==> src/rtl/rxr_pkg.sv <==
// Package rxr_pkg
// Shared state type and bit positions for the receive ring writer.
// Assumes 32-bit descriptor words and 12-bit size fields.
package rxr_pkg;
    typedef enum logic [2:0] {
        ST_OFF,
        ST_IDLE,
        ST_FETCH,
        ST_READY,
        ST_RECV,
        ST_WBACK
    } rxr_state_e;

    localparam int SIZE_W    = 12;
    localparam int BIT_OWN   = 31;
    localparam int BIT_MORE  = 30;
    localparam int BIT_INTR  = 29;
    localparam int BIT_NOCRC = 28;
    localparam int BIT_OK    = 27;
    localparam int BIT_LONG  = 22;
    localparam int CTL_ON    = 2;
    localparam int CTL_OFF   = 3;
    localparam int CTL_RST   = 5;
    localparam int FETCH_LAST_STEP = 4;
endpackage

==> src/rtl/rxr_frame_tracker.sv <==
// Module rxr_frame_tracker
// Flags the first byte of each frame on the byte stream.
// Assumes every frame ends with a byte that has rx_last set.
module rxr_frame_tracker (
    input  logic clk,
    input  logic rst_n,
    input  logic rx_valid,
    input  logic rx_last,
    output logic frame_start
);
    logic in_frame;

    // Remember whether a frame is in progress.
    always_ff @(posedge clk) begin
        if (!rst_n) in_frame <= 1'b0;
        else if (rx_valid) in_frame <= !rx_last;
    end

    assign frame_start = rx_valid && !in_frame;
endmodule

==> src/rtl/rxr_byte_packer.sv <==
// Module rxr_byte_packer
// Assembles stored bytes into little-endian 32-bit words and emits a
// word when its lane 3, the frame end or the capacity limit is reached.
// Assumes the caller presents a byte's lane from its byte index.
module rxr_byte_packer (
    input  logic        clk,
    input  logic        rst_n,
    input  logic        clr,
    input  logic        store,
    input  logic        flush,
    input  logic [1:0]  lane,
    input  logic [7:0]  byte_in,
    output logic        emit,
    output logic [31:0] word
);
    logic [31:0] wbuf;
    logic [31:0] wbase;

    // Merge the incoming byte into the partially filled word.
    always_comb begin
        wbase = clr ? 32'd0 : wbuf;
        word  = wbase | (32'(byte_in) << (8 * lane));
        emit  = store && flush;
    end

    // Hold the partial word, emptying it after each emitted word.
    always_ff @(posedge clk) begin
        if (!rst_n) wbuf <= 32'd0;
        else if (emit) wbuf <= 32'd0;
        else if (store) wbuf <= word;
        else if (clr) wbuf <= 32'd0;
    end
endmodule

==> src/rtl/rxr_sat_counter.sv <==
// Module rxr_sat_counter
// Counter that sticks at its maximum value; clear has priority over
// increment.
module rxr_sat_counter #(
    parameter int W = 8
) (
    input  logic         clk,
    input  logic         rst_n,
    input  logic         clr,
    input  logic         inc,
    output logic [W-1:0] count
);
    localparam logic [W-1:0] MAXV = '1;

    // Count events up to the ceiling.
    always_ff @(posedge clk) begin
        if (!rst_n) count <= '0;
        else if (clr) count <= '0;
        else if (inc && count != MAXV) count <= count + 1'b1;
    end

    assert_missed_saturates_R10: assert property (@(posedge clk) disable iff (!rst_n)
        (count == MAXV && !clr) |=> (count == MAXV));
    assert_missed_single_step_R10: assert property (@(posedge clk) disable iff (!rst_n)
        (!clr) |=> ((count == $past(count)) || (count == $past(count) + 1'b1)));
endmodule

==> src/rtl/rx_ring_writer.sv <==
// Module rx_ring_writer
// Walks a circular receive-descriptor ring: fetches link, command and
// buffer words, stores frame bytes into the buffer, writes back status
// with ownership set, then follows the link.
// Assumes a memory that samples requests on the edge and returns read
// data valid in the following cycle, and a stream with no back-pressure.
module rx_ring_writer
    import rxr_pkg::*;
#(
    parameter int AW = 12,
    parameter int MW = 8
) (
    input  logic          clk,
    input  logic          rst_n,
    input  logic          ctl_wr,
    input  logic [31:0]   ctl_wdata,
    input  logic          ptr_wr,
    input  logic [AW-1:0] ptr_wdata,
    input  logic          rx_valid,
    input  logic [7:0]    rx_data,
    input  logic          rx_last,
    input  logic          rx_err,
    output logic          mem_req,
    output logic          mem_we,
    output logic [AW-1:0] mem_addr,
    output logic [31:0]   mem_wdata,
    input  logic [31:0]   mem_rdata,
    output logic [MW-1:0] missed_count
);
    localparam logic [SIZE_W-1:0] CNT_MAX = '1;

    rxr_state_e        state;
    logic [2:0]        fstep;
    logic [AW-1:0]     cur, link_r, buf_r;
    logic [SIZE_W-1:0] cap_r, cnt;
    logic              intr_r, own_r, err_r, long_r;
    logic              c_rst, c_off, c_on, stop_cmd;
    logic              start, take, store, flush, miss_inc;
    logic              pk_emit;
    logic [31:0]       pk_word, status_w;

    wire unused_rdata = ^mem_rdata;
    wire unused_ctl   = ^ctl_wdata;

    rxr_frame_tracker u_track (
        .clk(clk), .rst_n(rst_n), .rx_valid(rx_valid), .rx_last(rx_last),
        .frame_start(start)
    );

    // Decode commands by priority and decide what happens to this byte.
    always_comb begin
        c_rst    = ctl_wr && ctl_wdata[CTL_RST];
        c_off    = ctl_wr && ctl_wdata[CTL_OFF] && !c_rst;
        c_on     = ctl_wr && ctl_wdata[CTL_ON] && !c_rst && !c_off;
        stop_cmd = c_rst || c_off;
        take     = rx_valid && !stop_cmd &&
                   ((state == ST_READY && start) || state == ST_RECV);
        miss_inc = start && !(state == ST_READY && !stop_cmd);
        store    = take && (cnt < cap_r);
        flush    = (cnt[1:0] == 2'd3) || rx_last || (cnt == cap_r - 1'b1);
    end

    rxr_byte_packer u_pack (
        .clk(clk), .rst_n(rst_n), .clr(start), .store(store), .flush(flush),
        .lane(cnt[1:0]), .byte_in(rx_data), .emit(pk_emit), .word(pk_word)
    );

    rxr_sat_counter #(.W(MW)) u_missed (
        .clk(clk), .rst_n(rst_n), .clr(c_rst), .inc(miss_inc),
        .count(missed_count)
    );

    // Form the write-back status word from the frame outcome.
    always_comb begin
        status_w              = 32'd0;
        status_w[BIT_OWN]     = 1'b1;
        status_w[BIT_MORE]    = 1'b0;
        status_w[BIT_INTR]    = intr_r;
        status_w[BIT_NOCRC]   = 1'b0;
        status_w[BIT_OK]      = !err_r && !long_r;
        status_w[BIT_LONG]    = long_r;
        status_w[SIZE_W-1:0]  = cnt;
    end

    // Sequence fetches, byte storage and status write-back.
    always_ff @(posedge clk) begin
        if (!rst_n) begin
            state <= ST_OFF;  fstep <= '0;
            cur <= '0;  link_r <= '0;  buf_r <= '0;
            cap_r <= '0;  cnt <= '0;
            intr_r <= 1'b0;  own_r <= 1'b0;  err_r <= 1'b0;  long_r <= 1'b0;
            mem_req <= 1'b0;  mem_we <= 1'b0;  mem_addr <= '0;  mem_wdata <= '0;
        end else begin
            mem_req <= 1'b0;
            mem_we  <= 1'b0;
            if (take) begin
                if (cnt != CNT_MAX) cnt <= cnt + 1'b1;
                if (rx_err) err_r <= 1'b1;
                if (cnt >= cap_r) long_r <= 1'b1;
            end
            if (pk_emit) begin
                mem_req   <= 1'b1;
                mem_we    <= 1'b1;
                mem_addr  <= buf_r + AW'(cnt >> 2);
                mem_wdata <= pk_word;
            end
            if (c_rst) begin
                state <= ST_OFF;
                cur   <= '0;
            end else if (c_off) begin
                state <= ST_OFF;
            end else begin
                unique case (state)
                    ST_OFF, ST_IDLE: begin
                        if (ptr_wr) cur <= ptr_wdata;
                        if (c_on) begin
                            state <= ST_FETCH;
                            fstep <= '0;
                        end
                    end
                    ST_FETCH: begin
                        fstep <= fstep + 1'b1;
                        if (fstep < 3'd3) begin
                            mem_req  <= 1'b1;
                            mem_addr <= cur + AW'(fstep);
                        end
                        if (fstep == 3'd2) link_r <= mem_rdata[AW-1:0];
                        if (fstep == 3'd3) begin
                            cap_r  <= mem_rdata[SIZE_W-1:0];
                            intr_r <= mem_rdata[BIT_INTR];
                            own_r  <= mem_rdata[BIT_OWN];
                        end
                        if (fstep == 3'(FETCH_LAST_STEP)) begin
                            buf_r  <= mem_rdata[AW-1:0];
                            cnt    <= '0;
                            err_r  <= 1'b0;
                            long_r <= 1'b0;
                            state  <= own_r ? ST_IDLE : ST_READY;
                        end
                    end
                    ST_READY: if (take) state <= rx_last ? ST_WBACK : ST_RECV;
                    ST_RECV:  if (take && rx_last) state <= ST_WBACK;
                    ST_WBACK: begin
                        mem_req   <= 1'b1;
                        mem_we    <= 1'b1;
                        mem_addr  <= cur + AW'(1);
                        mem_wdata <= status_w;
                        cur       <= link_r;
                        state     <= ST_FETCH;
                        fstep     <= '0;
                    end
                    default: state <= ST_OFF;
                endcase
            end
        end
    end

    logic [AW-1:0] chk_off;
    logic [12:0]   chk_capw;
    always_comb begin
        chk_off  = mem_addr - buf_r;
        chk_capw = (13'(cap_r) + 13'd3) >> 2;
    end

    assert_no_read_in_frame_R3: assert property (@(posedge clk) disable iff (!rst_n)
        (state == ST_RECV) |-> !(mem_req && !mem_we));
    assert_data_within_capacity_R6: assert property (@(posedge clk) disable iff (!rst_n)
        (state == ST_RECV && mem_req && mem_we) |-> (int'(chk_off) < int'(chk_capw)));
    assert_status_owned_R4: assert property (@(posedge clk) disable iff (!rst_n)
        (state == ST_WBACK && !stop_cmd) |=> (mem_req && mem_we && mem_wdata[BIT_OWN]
                                              && state == ST_FETCH));
    assert_idle_quiet_R8: assert property (@(posedge clk) disable iff (!rst_n)
        (state == ST_IDLE) |-> !mem_req);
endmodule

==> config.mk <==
export PLATFORM = sky130hd
export DESIGN_NAME = rx_ring_writer
export DESIGN_NICKNAME = d
export VERILOG_FILES = /design/src/rtl/rxr_pkg.sv /design/src/rtl/rxr_frame_tracker.sv /design/src/rtl/rxr_byte_packer.sv /design/src/rtl/rxr_sat_counter.sv /design/src/rtl/rx_ring_writer.sv
export SDC_FILE = /design/constraint.sdc
export NUM_CORES = 1
export LEC_CHECK = 0
export ABC_AREA = 1
export BUFFER_PORTS_ARGS = -buffer_cell sky130_fd_sc_hd__buf_2
export CORE_AREA = 2 2 125 127
export CTS_CLUSTER_SIZE = 28
export DETAILED_ROUTE_END_ITERATION = 7
export DIE_AREA = 0 0 127 129
export PLACE_DENSITY = 0.85
export SLEW_MARGIN = 20
export SYNTH_ARGS = -nofsm -noshare
export SYNTH_HDL_FRONTEND = slang
export SYNTH_SLANG_ARGS = --single-unit
==> constraint.sdc <==
create_clock -name clk -period 4.2 [get_ports clk]
set_input_delay 0.84 -clock clk [delete_from_list [all_inputs] [get_ports clk]]
set_output_delay 0.84 -clock clk [all_outputs]
set_load 0.05 [all_outputs]
==> results of run 1 <==
cell families after synthesis:
group / Yosys count
AO/OA/AOI/OAI: 289
adder cells (fa/ha/maj): 34
buffers and inverters: 213
AND/OR/NAND/NOR: 542
flip-flops: 157
XOR/XNOR: 24
path summary, 6_finish.rpt:
path	slack (ns)	cells past startpoint	from	to
hold reg to reg	0.47	2	u_pack.wbuf[25]	u_pack.wbuf[25]
hold / removal	0.47	2	u_pack.wbuf[25]	u_pack.wbuf[25]
setup reg to reg	1.03	13	cnt[0]	mem_addr[6]
setup / recovery	1.03	13	cnt[0]	mem_addr[6]
state kept, by name (all words and copies together) (netlist names), 3 cells and up:
name,count
mem_addr,12
u_pack.wbuf,32
fstep,3
cap_r,12
mem_wdata,32
cur,12
buf_r,12
cnt,12
link_r,12
state,3
u_missed.count,8
per-stage QoR:
| stage | total power, mW | setup WS (ns) | hold slack (ns) | instance area (µm²) |
|---|---|---|---|---|
| 2_1_floorplan | 1.69 | 2.01 | 0.438 | 8420 |
| 3_3_place_gp | 1.75 | 0.999 | 0.450 | 9000 |
| 3_5_place_dp | 1.76 | 0.980 | 0.459 | 9000 |
| 4_1_cts | 3.35 | 1.10 | 0.469 | 9620 |
| 5_1_grt | 3.43 | 0.756 | 0.486 | 9620 |
| 6_report | 3.34 | 1.03 | 0.473 | 9620 |
power by group through the flow:
stage	clock network [mW]	logic (mW)	registers, mW
floorplan	0	0.123	1.56
detailed placement	0	0.201	1.56
global route	1.67	0.229	1.53
CTS	1.62	0.203	1.53
finish	1.61	0.205	1.53
global placement	0	0.196	1.56
per-layer routing:
layer / wire [µm] / vias to the layer above / part of all wire
met5: 0 / - / 0
met4: 558 / 0 / 0.025
met3: 1720 / 41 / 0.076
met2: 10700 / 364 / 0.47
met1: 9730 / 3860 / 0.43
li1: - / 4267 / -
final cells by class:
| type | instances | share of cell area |
|---|---|---|
| flip-flops and latches | 157 | 0.327 |
| well taps | 188 | 0.0245 |
| clock inverters | 12 | 0.0165 |
| repair buffers | 107 | 0.0583 |
| multi-input cells | 889 | 0.462 |
| inverters | 166 | 0.0648 |
| clock buffers | 20 | 0.0475 |
cell usage in the layout, fill, tap and decap left out, types with 3 or more instances in the layout:
master,instances
nand2_1,240
nor2_1,191
inv_1,161
dfxtp_1,157
o21ai_0,141
buf_2,97
a21oi_1,78
nand3_1,57
ha_1,32
xor2_1,22
nor3_1,21
o22ai_1,17
clkbuf_16,17
a31oi_1,15
o21ai_1,12
nand4_1,10
buf_4,10
a211oi_1,9
nor2_2,7
o31ai_1,5
inv_2,4
nand2_2,4
nor4_1,4
o21bai_1,3
inv_6,3
bufinv_16,3
worst max-delay path, stage by stage (launching register included):
cell and delay (ns):
dfxtp_1 0.48, inv_1 0.29, ha_1 0.37, nand3b_1 0.16, nor2_1 0.09, nand3_1 0.08, nor2_1 0.13, nand3_1 0.18
nand2_2 0.15, nand2_4 0.15, inv_2 0.53, o21ai_0 0.27, nand2_1 0.12, nand2_1 0.05
==> out/qor.yml, run 1 <==
syn_area_mm2: 0.00842
rows: 45
grt_first_pass_wirelength_um: 37000
pwr-share-comb: 0.061
drtPass1Iterations: 8
yosysMostFrequentCell: "nand2_1"
clkTransAtPathRegs_ns: 0.06
muxShareOfSynthArea: 0
fill_cells: 1314
hold_buffers: 0
ctsResizeCount: 0
finalSetupViolations: 0
criticalPathCategory: "reg -> reg"
dp.cells: 1507
leakage_nw: 4.45
routed-via-count: 8532
hold_path.class: "reg -> reg"
synthSimpleGateAreaFrac: 0.265
viasPerCell: 5.54
synth_flop_cell: "dfxtp_1"
clock_latency_ns: 0.43
numClockSinks: 157
fin_cells: 1539
cts_setup_buffers: 0
cts_buffers: 17
clkPwrFrac: 0.481
tns_ns: 0
use_met3: 0.0416
place_congestion: 0.921
ys_seq_elements: 157
ant_nets: 0
cts-root-buf: "clkbuf_16"
tritoncts: "done"
drc: 0
p_int_mw: 2.54
fin_crit_sh: 0.755
p_switching_mw: 0.799
rsz0062_at_grt: "no"
overflow: 0
avgSynthCellArea_um2: 6.68
cp_data_arrival_time_ns: 3.49
hold_violations: 0
p_seq_frac: 0.457
top_usage_layer: "met2"
post_drt_wl_per_cell_um: 14.7
synth_top_family_by_area: "simple AND/OR/NAND/NOR gates"
post-dp-hpwl_um: 16300
switching_share: 0.239
first_iter_violations: 731
crit_fanout: 40
yosys.cell_types.count: 41
die_y_um: 129
cts_htree_levels: 4
maxCapViolations: 0
multi_input_area_mm2: 0.00444
synth-edff-count: 0
yosys.area_share.adder: 0.0523
start_kind: "register"
clock.fmax_mhz: 315
cts.path.max_buffers: 2
grt.total_usage: 0.281
grt_max_degree: 59
core_mm2: 0.0150
use_met2: 0.479
fin_nets: 1463
io_pins: 145
worst_ep_required_time_ns: 4.52
synthCells: 1259
synth_top_area_frac: 0.373
drive_gt1_frac: 0.117
synth_compound_area_frac: 0.185
slew_viol_final: 0
wl_um: 22700
num_antenna_cells: 0
start_util: 0.562
skew_ns: 0.00939
power_density_mw_per_mm2: 347
status: "finished clean"
fin_util: 0.642
synth_xor_area_frac: 0.0250
syn_nets: 1384
peakVddDrop_mv: 0.317
synthArstFlopShare: 0
grt_pass1_vias: 7699
synth_top_area_cell: "dfxtp_1"
die_x_um: 127
cp-end-kind: "register"
regArea_mm2: 0.00314
syn_to_final_growth_pct: 14.3
met1_usage: 0.362
ys_warn_count: 0
dieArea_mm2: 0.0164
period_needed_ns: 3.17
slew_headroom: 0.470
antenna_found_initial: 0
yosysSeqAreaShare: 0.373
synth_common_cells: "nand2_1 (240), nor2_1 (191), inv_1 (161), dfxtp_1 (157), o21ai_0 (141)"
tightestPinTransition_ns: 0.794
synth_area_leaders: "dfxtp_1 (37%), nand2_1 (11%), nor2_1 (8.5%)"
io_buffers: 97
Note: power is estimated with default switching activity, not from simulation.
==> inputs of run 2 (changes only) <==
Clock period 4.2 ns to 3.21 ns, I/O delays scaled along.
==> run 2 against run 1 <==
Compared with the run above:
- register-to-register slack got worse by 0.71 ns
- global-route usage is 0.53 points higher
- fmax is 9.7% higher
- sequential share of layout area down 0.29 points
- non-clock buffer count grew 7
- die area stayed put
- clock skew up 0.0020 ns
- clock power is 35% higher
- critical endpoint is now u_pack.wbuf[17]
- largest power group unchanged
==> out/qor.yml, run 2 (synthesized netlist as in run 1, its figures left out) <==
dieArea_mm2: 0.0164
first_iter_violations: 913
power_density_mw_per_mm2: 458
drc: 0
post_drt_wl_per_cell_um: 14.9
antenna_found_initial: 0
hold_buffers: 0
status: "finished clean"
period_needed_ns: 2.89
grt_first_pass_wirelength_um: 37600
start_kind: "register"
clkTransAtPathRegs_ns: 0.07
io_pins: 145
leakage_nw: 4.51
mostFrequentLayoutCell: "nand2_1"
ant_nets: 0
wl_um: 23100
slew_headroom: 0.476
cts_buffers: 17
post-dp-hpwl_um: 16700
clock.fmax_mhz: 346
setup_ws_ns: 0.320
num_antenna_cells: 0
worst_ep_required_time_ns: 3.56
fill_cells: 1308
die_x_um: 127
fin_crit_sh: 0.900
cts_htree_levels: 4
cp.depth: 16
rsz0062_at_grt: "no"
numClockSinks: 157
final_cell_mix: "nand2_1 (240), nor2_1 (191), inv_1 (161)"
cp-end-kind: "register"
start_util: 0.562
rows: 45
drtPass1Iterations: 5
cts-root-buf: "clkbuf_16"
place_congestion: 0.960
grt_max_degree: 59
criticalPathCategory: "reg -> reg"
tightestPinTransition_ns: 0.785
viasPerCell: 5.54
fin_nets: 1470
overflow: 0
routed-via-count: 8566
r2r-end: "u_pack.wbuf[17]"
skew_ns: 0.0113
critPathLaunch: "cap_r[0]"
crit_path_frequent_cell: "nand2_1"
maxCapViolations: 0
clock_latency_ns: 0.44
met1Wirelength_um: 10100
path_delay_family: "simple AND/OR/NAND/NOR gates"
io_buffers: 97
slowest_stage: "buf_4"
grt_pass1_vias: 7765
finalSetupViolations: 0
cts.path.max_buffers: 2
rr_worst_depth: 16
ctsResizeCount: 0
tritoncts: "done"
rrSetupSlack_ns: 0.32
die_y_um: 129
path_buf_inv: 3
hold_violations: 0
wl_met3_um: 1600
pre_cts_ws_ns: 0.441
slew_viol_final: 0
crit_path_end: "u_pack.wbuf[17]"
hold_path.class: "in -> reg"
top_regs: "mem_wdata (32), u_pack.wbuf (32)"
syn_to_final_growth_pct: 15.3
drive_gt1_frac: 0.122
crit_path_cell_trace: "inv_1 > ha_1 > nand2_1 > nor2_1 > nand3_1 > nand2_1 > nand2_1 > nand2_1 > nor2_1 > nand3_1 > nand2_2 > nand2_4 > buf_4 > nand2_2 > buf_12 > a211oi_1"
tns_ns: 0
core_mm2: 0.0150
cp_data_arrival_time_ns: 3.24
reg2reg_from: "cap_r[0]"
slowest_delay_ns: 0.40
cts_setup_buffers: 0
crit_fanout: 42
grt.total_usage: 0.287
wl_met2_um: 10500
peakVddDrop_mv: 0.371
routed.top_layer: "met4"
==> run 2: cell count changes in the layout (fill, tap and decap cells not counted), sizes merged <==
cell,previous run,this run
buf,107,114
clkbuf,20,18
clkinvlp,2,0
inv,168,172
==> run 2: worst reg2reg max path: cells and delay by family (launching register included) <==
family          cells  cell delay [ns]
fa+ha+maj           1             0.30
buf+inv             3             0.77
flops               1             0.33
compound gates      1             0.21
simple gates       11             1.17
==> run 2: metal layers <==
layer,GRT usage,up-vias
li1,-,4274
met1,0.377,3895
met2,0.458,333
met3,0.0520,64
met4,0.138,0
met5,0,-
==> run 2: how the worst min path moves through the flow <==
stage                          startpoint          endpoint  cells after the start
after global placement    u_pack.wbuf[25]   u_pack.wbuf[25]                      2
after detailed placement            err_r             err_r                      2
final                            rx_valid  u_track.in_frame                      2
after CTS                        rx_valid  u_track.in_frame                      2
after global routing               rx_err             err_r                      3
after floorplan                     err_r             err_r                      2
==> run 2: stage by stage <==
step / hold slack (ns) / std cells / power [mW] / cell area, µm² / utilization
2_1_floorplan: 0.438 / 1259 / 2.21 / 8420 / -
3_3_place_gp: 0.450 / 1514 / 2.30 / 9060 / 0.605
3_5_place_dp: 0.455 / 1514 / 2.31 / 9060 / 0.605
4_1_cts: 0.430 / 1546 / 4.45 / 9700 / 0.648
5_1_grt: 0.438 / 1546 / 4.57 / 9700 / 0.648
6_report: 0.443 / 1546 / 4.45 / 9700 / 0.648
==> run 2: area by class of cell <==
class,count,area (µm²),area share
multi-input combinational,889,4440,0.457
sequential,157,3140,0.324
timing repair buffer,114,626,0.0645
inverter,166,623,0.0642
clock buffer,18,439,0.0453
tap,188,235,0.0242
clock inverter,14,198,0.0204
==> run 2: power by group <==
group | total (mW) | internal [mW] | switching [mW]
clock network | 2.17 | 1.28 | 0.897
registers | 2.00 | 1.97 | 0.0274
logic | 0.274 | 0.0858 | 0.189
total | 4.45 | 3.33 | 1.11
